File: src/rtl/bus_match_unpacker.sv
module bus_match_unpacker #(
  parameter int LANE_W = 9
) (
  input  logic                  clk,
  input  logic                  rst,
  input  logic                  rd_en,
  input  logic [1:0]            bus_size,
  input  logic                  big_endian,
  input  logic                  fifo_empty,
  input  logic [4*LANE_W-1:0]   fifo_data,
  output logic                  fifo_pop,
  output logic [4*LANE_W-1:0]   dout
);
  localparam int LW = 4 * LANE_W;
  localparam int HW = 2 * LANE_W;
  localparam logic [1:0] SZ_LONG = 2'b00;
  localparam logic [1:0] SZ_WORD = 2'b01;
  localparam logic [1:0] SZ_BYTE = 2'b10;

  logic [LW-1:0] hold_q;
  logic [1:0]    left_q;
  logic [1:0]    size_q;
  logic          be_q;

  logic [1:0] mode;
  logic       need_new;
  logic [LW-1:0] src;
  logic       src_be;
  logic [1:0] idx;
  logic [1:0] lane;
  logic       half;
  logic [LANE_W-1:0] byte_val;
  logic [HW-1:0]     word_val;

  assign mode     = (bus_size == 2'b11) ? SZ_LONG : bus_size;
  assign need_new = (mode != size_q) || (left_q == 2'd0);
  assign fifo_pop = rd_en && need_new && !fifo_empty;
  assign src      = fifo_pop ? fifo_data : hold_q;
  assign src_be   = fifo_pop ? big_endian : be_q;
  assign idx      = fifo_pop ? 2'd0 : ((mode == SZ_BYTE) ? (2'd0 - left_q) : 2'd1);
  assign lane     = src_be ? ~idx : idx;
  assign half     = src_be ? ~idx[0] : idx[0];

  always_comb begin
    case (lane)
      2'd0:    byte_val = src[LANE_W-1:0];
      2'd1:    byte_val = src[2*LANE_W-1:LANE_W];
      2'd2:    byte_val = src[3*LANE_W-1:2*LANE_W];
      default: byte_val = src[4*LANE_W-1:3*LANE_W];
    endcase
    word_val = half ? src[LW-1:HW] : src[HW-1:0];
  end

  always_ff @(posedge clk) begin
    if (rst) begin
      dout   <= '0;
      hold_q <= '0;
      left_q <= 2'd0;
      size_q <= SZ_LONG;
      be_q   <= 1'b0;
    end else if (rd_en) begin
      if (fifo_pop) begin
        hold_q <= fifo_data;
        be_q   <= big_endian;
        size_q <= mode;
        left_q <= (mode == SZ_BYTE) ? 2'd3 : (mode == SZ_WORD) ? 2'd1 : 2'd0;
      end else if (need_new) begin
        size_q <= mode;
        left_q <= 2'd0;
      end else begin
        left_q <= left_q - 2'd1;
      end
      if (fifo_pop || !need_new) begin
        case (mode)
          SZ_WORD: dout[HW-1:0]     <= word_val;
          SZ_BYTE: dout[LANE_W-1:0] <= byte_val;
          default: dout             <= src;
        endcase
      end
    end
  end

  p_reset_clear_r1: assert property (@(posedge clk) rst |=> (dout == '0));

  p_long_load_r2: assert property (@(posedge clk) disable iff (rst)
    (rd_en && bus_size == 2'b00 && !fifo_empty) |=> (dout == $past(fifo_data)));

  p_byte_upper_r7: assert property (@(posedge clk) disable iff (rst)
    (rd_en && bus_size == 2'b10) |=> (dout[LW-1:LANE_W] == $past(dout[LW-1:LANE_W])));

  p_word_upper_r7: assert property (@(posedge clk) disable iff (rst)
    (rd_en && bus_size == 2'b01) |=> (dout[LW-1:HW] == $past(dout[LW-1:HW])));

  p_no_pop_empty_r8: assert property (@(posedge clk) disable iff (rst)
    fifo_empty |-> !fifo_pop);

  p_code3_long_r9: assert property (@(posedge clk) disable iff (rst)
    (rd_en && bus_size == 2'b11 && !fifo_empty) |=> (dout == $past(fifo_data)));

  p_idle_hold_r10: assert property (@(posedge clk) disable iff (rst)
    !rd_en |=> ($stable(dout) && !$past(fifo_pop)));
endmodule

File: config.mk
export PLATFORM = sky130hd
export DESIGN_NAME = bus_match_unpacker
export DESIGN_NICKNAME = d
export VERILOG_FILES = /design/src/rtl/bus_match_unpacker.sv
export SDC_FILE = /design/constraint.sdc
export NUM_CORES = 1
export LEC_CHECK = 0
export ABC_AREA = 1
export BUFFER_PORTS_ARGS = -buffer_cell sky130_fd_sc_hd__buf_2
export CAP_MARGIN = 10
export CORE_MARGIN = 3
export CORE_UTILIZATION = 59
export CTS_CLUSTER_DIAMETER = 200
export CTS_CLUSTER_SIZE = 8
export DETAILED_ROUTE_END_ITERATION = 10
export PLACE_DENSITY = 0.84
export SETUP_SLACK_MARGIN = 0.1
export SLEW_MARGIN = 25
export SYNTH_ARGS = -nofsm -noshare
export SYNTH_HDL_FRONTEND = slang
export SYNTH_SLANG_ARGS = --single-unit
File: constraint.sdc
create_clock -name clk -period 2.9 [get_ports clk]
set_input_delay 0.29 -clock clk [delete_from_list [all_inputs] [get_ports clk]]
set_output_delay 0.29 -clock clk [all_outputs]
set_load 0.1 [all_outputs]
After elaboration in Yosys (flattened, before gate mapping)
Cells that the tools add are included.
{ "word_totals": {"register_bits": 77, "inputBits": 43, "out_inout_bits": 37, "word_cells": 50} }
{ "classes": {"addsub": 2, "n_eq_ne": 6, "mux": 17, "bitwise": 4, "n_reduce_logical": 14} }
{ "ops": {"columns": ["op", "n"], "rows": [
  ["2-to-1 mux 36 bit", 1],
  ["one-hot mux 9 bit (2 select lines)", 2],
  ["one-hot mux 9 bit (3 select lines)", 1],
  ["2-to-1 mux 18 bit", 1],
  ["2-to-1 mux 2 bit", 9],
  ["== test 2 bit, second input constant", 3],
  ["AND reduction 3 bit", 2],
  ["== test 2 x 1 -> 1 bit, second input constant", 2],
  ["logical NOT 2 bit", 2],
  ["AND reduction 2 bit", 2],
  ["2-to-1 mux 1 bit", 3],
  ["NOT 1 bit", 3],
  ["logical AND 1 bit", 2],
  ["logical NOT 1 bit", 2],
  ["logical OR 1 bit", 2],
  ["!= test 2 bit", 1],
  ["NOT 2 bit", 1],
  ["nonzero test 2 bit", 1],
  ["OR reduction 2 bit", 1],
  ["subtractor 1 x 2 -> 2 bit, first input constant", 1],
  ["subtractor 2 x 1 -> 2 bit, second input constant", 1]
]} }

Depth between registers and ports, before layout
Gate-level depths: netlist of run 1.
{ "depth": {"word_depth": 12, "depth_mapped": 20, "depth_no_buf": 19} }

Worst setup path before layout of run 1
Ideal clock, no wire load.
{ "synth_path": {"path_type": "input to register", "from": "in bus_size[0]", "to": "reg dout[8]", "setup_ns": 0.133, "arrival_time_ns": 2.081, "required_time_ns": 2.767, "slack_ns": 0.685, "cell_stages": 15, "n_path_buf": 1, "cell_sequence": "inv_1 ha_1 inv_1 nand2_1 nand3_4 nand3_4 inv_2 buf_2 o21ai_0 o21ai_0 nand2_1 nand2_1 nand2_1 nand2_1 a21oi_1"} }
{ "synth_between": {"elab_chain_len": 12, "elab_cells_between_ends": 25, "cone_classes": "6 x eq/ne; 10 x mux; 2 x bitwise; 7 x reduce/logical"} }
{ "synth_lines": {"columns": ["element", "line", "rtl"], "rows": [
  ["start, declared", "7", "input logic [1:0] bus_size,"],
  ["== test 2 bit *", "35", "assign mode = (bus_size == 2'b11) ? SZ_LONG : bus_size;"],
  ["2-to-1 mux 2 bit *", "35", null],
  ["named net mode[1]", "25", "logic [1:0] mode;"],
  ["!= test 2 bit *", "36", "assign need_new = (mode != size_q) || (left_q == 2'd0);"],
  ["logical OR 1 bit *", "36", null],
  ["logical AND 1 bit * (2 in a row)", "37", "assign fifo_pop = rd_en && need_new && !fifo_empty;"],
  ["named net fifo_pop", "11", "output logic fifo_pop,"],
  ["2-to-1 mux 2 bit", "40", "assign idx = fifo_pop ? 2'd0 : ((mode == SZ_BYTE) ? (2'd0 - left_q) : 2'd1);"],
  ["NOT 2 bit", "41", "assign lane = src_be ? ~idx : idx;"],
  ["2-to-1 mux 2 bit", "41", null],
  ["== test 2 bit (tied with other cells)", "45", "case (lane)"],
  ["one-hot mux 9 bit (3 select lines)", "45", null],
  ["one-hot mux 9 bit (2 select lines)", "74", "case (mode)"],
  ["end signal, assigned by index", "75", "SZ_WORD: dout[HW-1:0] <= word_val;"],
  ["end signal, assigned by index", "76", "SZ_BYTE: dout[LANE_W-1:0] <= byte_val;"],
  ["end signal, assigned", "77", "default: dout <= src;"],
  ["end, declared", "12", "output logic [4*LANE_W-1:0] dout"]
]} }
Mark *: on every way through the listed nets, which the timed path passes. The rest lies on a longest branch.
A chain may end at the register's enable or synchronous reset.

Worst setup path in the final report of run 1
{ "layout_path": {"from": "reg left_q[0]", "to": "reg dout[5]"} }
{ "layout_between": {"elab_chain_len": 10, "elab_cells_between_ends": 22, "cone_classes": "1 x add/sub; 2 x eq/ne; 9 x mux; 2 x bitwise; 8 x reduce/logical"} }
{ "layout_lines": {"columns": ["element", "line", "rtl"], "rows": [
  ["start, declared", "21", "logic [1:0] left_q;"],
  ["start signal, assigned", "66", "left_q <= (mode == SZ_BYTE) ? 2'd3 : (mode == SZ_WORD) ? 2'd1 : 2'd0;"],
  ["start signal, assigned", "71", "left_q <= left_q - 2'd1;"],
  ["branches (longest 10 deep; another with subtractor 1 x 2 -> 2 bit)", null, null]
]} }
Parallel ways; which one is timed is not known.

==> results.toml, run 1 <==
[run_status]
outcome = "finished clean"

[global_route]
grt_usage_pct = 29.62
grt_pass1_wl_um = 17580
grt_pass1_vias = 3715
grt_start_max_net_pins = 49
grt_overflow = 0
antenna_found_initial = 0

[timing]
finalCriticalPeriod_ns = 2.432
skew_ns = 0.007324
hold_ws_ns = 0.2014
worst_pin_slew_ns = 0.7900
rsz0062_at_grt = "false"
finalSetupTns_ns = 0
finalCritPeriodShare_pct = 83.85
fmax_ghz = 0.4112
finalSetupViolations = 0
hold_violations = 0
max_slew_margin_pct = 47.27
drv_slew = 0

[power]
power.internal_w = 0.001714
power.density_mw_per_mm2 = 607.2
combPwrFrac_pct = 28.4
switching_share_pct = 37.13
p_sw_w = 0.001012
p_total_w = 0.002726
p_leak_nw = 2.300
vdd.ir_drop.worst_v = 0.0003997
clkPwrFrac_pct = 29.3
p_seq_share_pct = 42.3

[floorplan]
io_pins = 80
rows = 28
die_w_um = 86.69
dieArea_sq_mm = 0.007514
die_h_um = 86.69
start_util_pct = 63.01
core_area_sq_mm = 0.006096

[clock_tree]
cts_sinks = 77
post_cts_buffers = 0
clk_pin_slew_ns = 0.08
cts_tree = "yes"
clock_latency_ns = 0.35
root_buffer = "clkbuf_8"
ctsHtreeMaxLevel = 3
cts_buffers = 9
cts_resized = 0
clk_path_buf_depth = 2
hold_buffers = 0

[drt]
routed_wl_um = 10310
viasPerCell = 5.285
drt_iter0_drc = 246
drc = 0
num_vias = 3789
drt_first_pass_iters = 5
wl_per_cell_um = 14.38
ant_nets = 0

[synth]
syn_nets = 611
ys_ff_latch = 77
yosysSeqAreaShare_pct = 40.13
synthDistinctLibCells = 28
synth_top_area_share_pct = 40.13
synth_area_sq_mm = 0.003841
yosys.area.top_type = "dfxtp_1"
netlist_instances = 564
synth_warnings = 0
syn_area_per_cell_sq_um = 6.811
synth_area_leaders = "dfxtp_1 (40%), nand2_1 (15%), inv_1 (6.4%)"

[critical_path]
reg2reg_depth = 16
endpoint_kind = "register"
critPathRequiredTime_ns = 3.11
criticalPathCategory = "register to register"
critical_path.max_stage_delay_ns = 0.33
timing.critical_path.buf_inv = 2
path_cells = "inv_1, ha_1, a21oi_2, nand3_4, nand3_4, nand2_1, nand2_1, nand2_1, nand2_2, inv_2, nand3_1, nand3_1, nand2_1, nand2_1, nand2_1, a21oi_1"
critPathMostFrequentCell = "nand2_1"
worst_setup_path_start_kind = "register"
cp.depth = 16
crit_slowest_cell = "dfxtp_1"
critical_path_arrival_ns = 2.64
cp_max_fo = 22
cp_top_family = "simple AND/OR/NAND/NOR gates"

[cells_and_area]
diodes = 0
drive_gt1_share_pct = 23.99
mostFrequentLayoutCell = "nand2_1"
fillers = 520
nNetsFinal = 684
final_cell_mix = "nand2_1 (153), buf_2 (78), dfxtp_1 (77)"
area_growth_pct = 16.87

[worst_hold_path]
worstHoldPathType = "input pin to register"
worstHoldPathCells = 3

[placement]
port_buffers = 79
post-dp-hpwl_um = 7547
place_congestion = 0.9111

[run]
drv_cap = 0
[logic make-up (layout without fill, tap and decap cells)]
group | count (synthesis) | after routing | share of synthesized area, %
AO/OA/AOI/OAI | 124 | 124 | 18.47
buffers and inverters | 106 | 184 | 11.73
AND/OR/NAND/NOR | 253 | 253 | 28.37
flip-flops | 77 | 77 | 40.13
adder cells (fa/ha/maj) | 4 | 4 | 1.303
[per-layer routing]
| metal | track usage [%] | up-vias | wire length [um] |
|---|---|---|---|
| li1 | - | 1934 | - |
| met4 | 12.32 | 0 | 286 |
| met1 | 38.06 | 1724 | 4569 |
| met2 | 49.03 | 109 | 4883 |
| met3 | 5.133 | 22 | 570 |
| met5 | 0 | - | 0 |
[final cells by class]
cell class / instances / area, sq um / area share (%)
inverters: 74 / 277.8 / 6.187
repair buffers: 94 / 535.5 / 11.93
well taps: 75 / 93.84 / 2.090
clock inverters: 6 / 63.81 / 1.421
flip-flops and latches: 77 / 1541 / 34.34
clock buffers: 10 / 127.6 / 2.843
multi-input cells: 381 / 1849 / 41.19
[final timing paths]
| kind | start | end | slack, ns |
|---|---|---|---|
| setup / recovery | left_q[0] | dout[5] | 0.47 |
| setup reg to reg | left_q[0] | dout[5] | 0.47 |
| hold / removal | fifo_data[15] | hold_q[15] | 0.20 |
| hold reg to reg | dout[7] | dout[7] | 0.46 |
[worst min-delay path, stage by stage]
cell     delay, ns
buf_2         0.09
nand2_1       0.07
a21oi_1       0.05
[through the flow]
| step | setup WS, ns | utilization (%) | instances | area (sq um) |
|---|---|---|---|---|
| detailed placement | 0.3596 | 70.50 | 701 | 4298 |
| finish | 0.4683 | 73.65 | 717 | 4489 |
| global placement | 0.4530 | 70.50 | 701 | 4298 |
| CTS | 0.4705 | 73.65 | 717 | 4489 |
| floorplan | 0.6854 | - | 564 | 3841 |
| global route | 0.1762 | 73.65 | 717 | 4489 |
[cells in the mapped netlist (all sizes together)]
cell type,number
clkbuf,14
a21oi,45
nand2,157
o22ai,1
buf,18
or2,20
o211ai,15
nand4,2
o21a,5
nor2,40
nand3,34
inv,74
ha,4
o21ai,58
dfxtp,77
[power by group through the flow]
stage | Clock (W) | Sequential, W | Combinational, W
after floorplan | 0 | 0.00142 | 0.000363
after global placement | 0 | 0.00117 | 0.000761
after detailed placement | 0 | 0.00118 | 0.000769
after CTS | 0.000804 | 0.00115 | 0.000773
after global routing | 0.000862 | 0.00116 | 0.000848
final | 0.000800 | 0.00115 | 0.000774
[flip-flops by register name, indices dropped and copies added (netlist names)]
register and count:
dout 36, hold_q 36, left_q 2, size_q 2, be_q 1
(Power assumes the default switching activity.)
==> inputs of run 2 (changes only) <==
CORE_UTILIZATION = 49   (was 59)
PLACE_DENSITY = 0.75   (was 0.84)
clock period = 2.2 ns   (was 2.9 ns; I/O delays follow)
==> run 2 against run 1 <==
  * Combinational power increased by 68%
  * Global-route usage is 3.8 points lower
  * Highest routed layer unchanged
  * First-iteration DRC count fell by 8.1%
  * Sequential power rose by 32%
  * Die area grew 19%
  * Critical path type unchanged
  * Clock power up 46%
  * Largest power group unchanged
  * Worst hold slack worse by 0.076 ns
  * Sequential cell count unchanged
  * Wire length rose by 17%
==> results.toml, run 2 (same netlist as run 1, synthesis figures left out) <==
[global_route]
grt_pass1_vias = 3929
grt_start_max_net_pins = 49
grt_pass1_wl_um = 18220
antenna_found_initial = 0
grt_usage_pct = 25.86
grt_overflow = 0

[power]
vdd.ir_drop.worst_v = 0.0004489
p_sw_w = 0.001529
p_total_w = 0.003995
combPwrFrac_pct = 32.6
power.internal_w = 0.002466
switching_share_pct = 38.27
power.density_mw_per_mm2 = 747.5
clkPwrFrac_pct = 29.2
p_leak_nw = 2.675
p_seq_share_pct = 38.1

[cells_and_area]
diodes = 0
area_growth_pct = 39.15
mostFrequentLayoutCell = "nand2_1"
drive_gt1_share_pct = 37.07
stdcell_area_sq_mm = 0.005345
final_cell_mix = "nand2_1 (136), buf_2 (78), dfxtp_1 (74)"
largest_registers = "dout (36), hold_q (36)"
fillers = 604
layout.cells.non_filler = 795
nNetsFinal = 738

[critical_path]
timing.critical_path.buf_inv = 4
critical_path.max_stage_delay_ns = 0.34
critical_path_arrival_ns = 2.41
critPathMostFrequentCell = "nand2_1"
crit_slowest_cell = "dfxtp_2"
cp_top_family = "simple AND/OR/NAND/NOR gates"
path_cells = "inv_2, ha_4, a21oi_4, nand3_4, nand3_4, buf_6, buf_12, buf_4, nand2_1, nand2_1, o21ai_0, nand3_1, nand2_1, nand2_1, nand2_1, a21oi_2"
critPathRequiredTime_ns = 2.43
rr_endpoint = "dout[4]"
cp_max_fo = 14
endpoint_kind = "register"
worst_setup_path_start_kind = "register"
reg2reg_depth = 16
criticalPathCategory = "register to register"
rrSetupSlack_ns = 0.02
r2r-start = "left_q[0]"

[drt]
drt_iter0_drc = 226
ant_nets = 0
drt_first_pass_iters = 5
drc = 0
viasPerCell = 5.239
wl_per_cell_um = 15.14
routed_wl_um = 12040
num_vias = 4165

[worst_hold_path]
holdCritStartpoint = "fifo_data[12]"
worstHoldPathCells = 3
holdPathEnd = "hold_q[12]"
worstHoldPathType = "input pin to register"

[clock_tree]
ctsHtreeMaxLevel = 3
cts_sinks = 77
root_buffer = "clkbuf_8"
clock_latency_ns = 0.36
clk_pin_slew_ns = 0.09
cts_tree = "yes"
cts_buffers = 9
clk_path_buf_depth = 2

[timing]
finalCriticalPeriod_ns = 2.184
fin_ws_ns = 0.01601
fmax_ghz = 0.4579
rsz0062_at_grt = "true"
max_slew_margin_pct = 46.99
skew_ns = 0.01311
finalSetupViolations = 0
drv_slew = 0
worst_pin_slew_ns = 0.7943
hold_violations = 0
finalCritPeriodShare_pct = 99.27

[floorplan]
start_util_pct = 51.58
core_area_sq_mm = 0.007447
die_h_um = 94.54
io_pins = 80
dieArea_sq_mm = 0.008938
die_w_um = 94.54
rows = 31

[run_status]
outcome = "finished clean"

[placement]
dpl-instance-area_sq_mm = 0.004621
place_congestion = 0.9955
port_buffers = 79
place_ws_ns = -0.1857
post-dp-hpwl_um = 7846
dp.cells = 759

[run]
drv_cap = 0
==> run 2: cell types whose count changed in the layout (fill, tap and decap cells not counted), sizes merged <==
| cell | before | now |
|---|---|---|
| nand3 | 34 | 35 |
| inv | 74 | 79 |
| buf | 94 | 142 |
| clkinv | 3 | 0 |
| clkbuf | 10 | 12 |
| clkinvlp | 2 | 1 |
| nand2 | 157 | 159 |
==> run 2: how the worst max path moves through the flow <==
stage / from / endpoint / slack, ns / cells after the start
after detailed placement: bus_size[0] / dout[2] / -0.19 / 18
after global placement: bus_size[1] / dout[2] / -0.11 / 20
final: left_q[0] / dout[4] / 0.02 / 16
after CTS: left_q[0] / dout[7] / 0.10 / 17
after floorplan: bus_size[0] / dout[8] / 0.26 / 15
after global routing: left_q[0] / dout[11] / -0.10 / 15
==> run 2: routing by layer <==
| metal | vias to the layer above | global-route usage, % | wire, um |
|---|---|---|---|
| met5 | - | 0 | 0 |
| met4 | 0 | 9.255 | 279 |
| met3 | 24 | 4.781 | 762 |
| met2 | 172 | 44.80 | 5875 |
| met1 | 1925 | 32.05 | 5121 |
| li1 | 2044 | - | - |
==> run 2: area by class of cell <==
type                    instances  area (sq um)  area share (%)
multi-input cells             384          2118           39.63
flip-flops and latches         77          1545           28.91
inverters                      74         290.3           5.431
repair buffers                145          1055           19.73
clock buffers                   9         123.9           2.317
well taps                      99         123.9           2.317
clock inverters                 7         88.84           1.662
==> run 2: worst reg2reg max path: cells and delay by family, from the launching register on <==
| kind | cells | cell delay [ns] |
|---|---|---|
| compound gates | 3 | 0.28 |
| simple gates | 8 | 0.77 |
| buf+inv | 4 | 0.53 |
| fa+ha+maj | 1 | 0.14 |
| flops | 1 | 0.34 |
==> run 2: power groups by stage <==
| stage | registers [W] | logic (W) | clock network (W) |
|---|---|---|---|
| after floorplan | 0.00187 | 0.000479 | 0 |
| after global placement | 0.00155 | 0.00109 | 0 |
| after detailed placement | 0.00155 | 0.00110 | 0 |
| after CTS | 0.00152 | 0.00117 | 0.00118 |
| after global routing | 0.00153 | 0.00139 | 0.00122 |
| final | 0.00152 | 0.00130 | 0.00117 |
==> run 2: stage by stage <==
stage          hold slack (ns)  util, %  setup TNS (ns)
3_5_place_dp            0.4529    62.05          -1.243
4_1_cts                 0.1220    67.31               0
5_1_grt                 0.1459    71.77          -1.070
3_3_place_gp            0.4505    62.05         -0.4174
2_1_floorplan           0.3852        -               0
6_report                0.1255    71.77               0
==> run 2: timing repair <==
action / 4_1_cts / 5_1_grt
hold buffers: 0 / 0
endpoints found under the setup margin: 37 / 35
gates cloned: 1 / 5
pin swaps: 16 / 24
buffers inserted: 9 / 5
resized for setup: 27 / 59
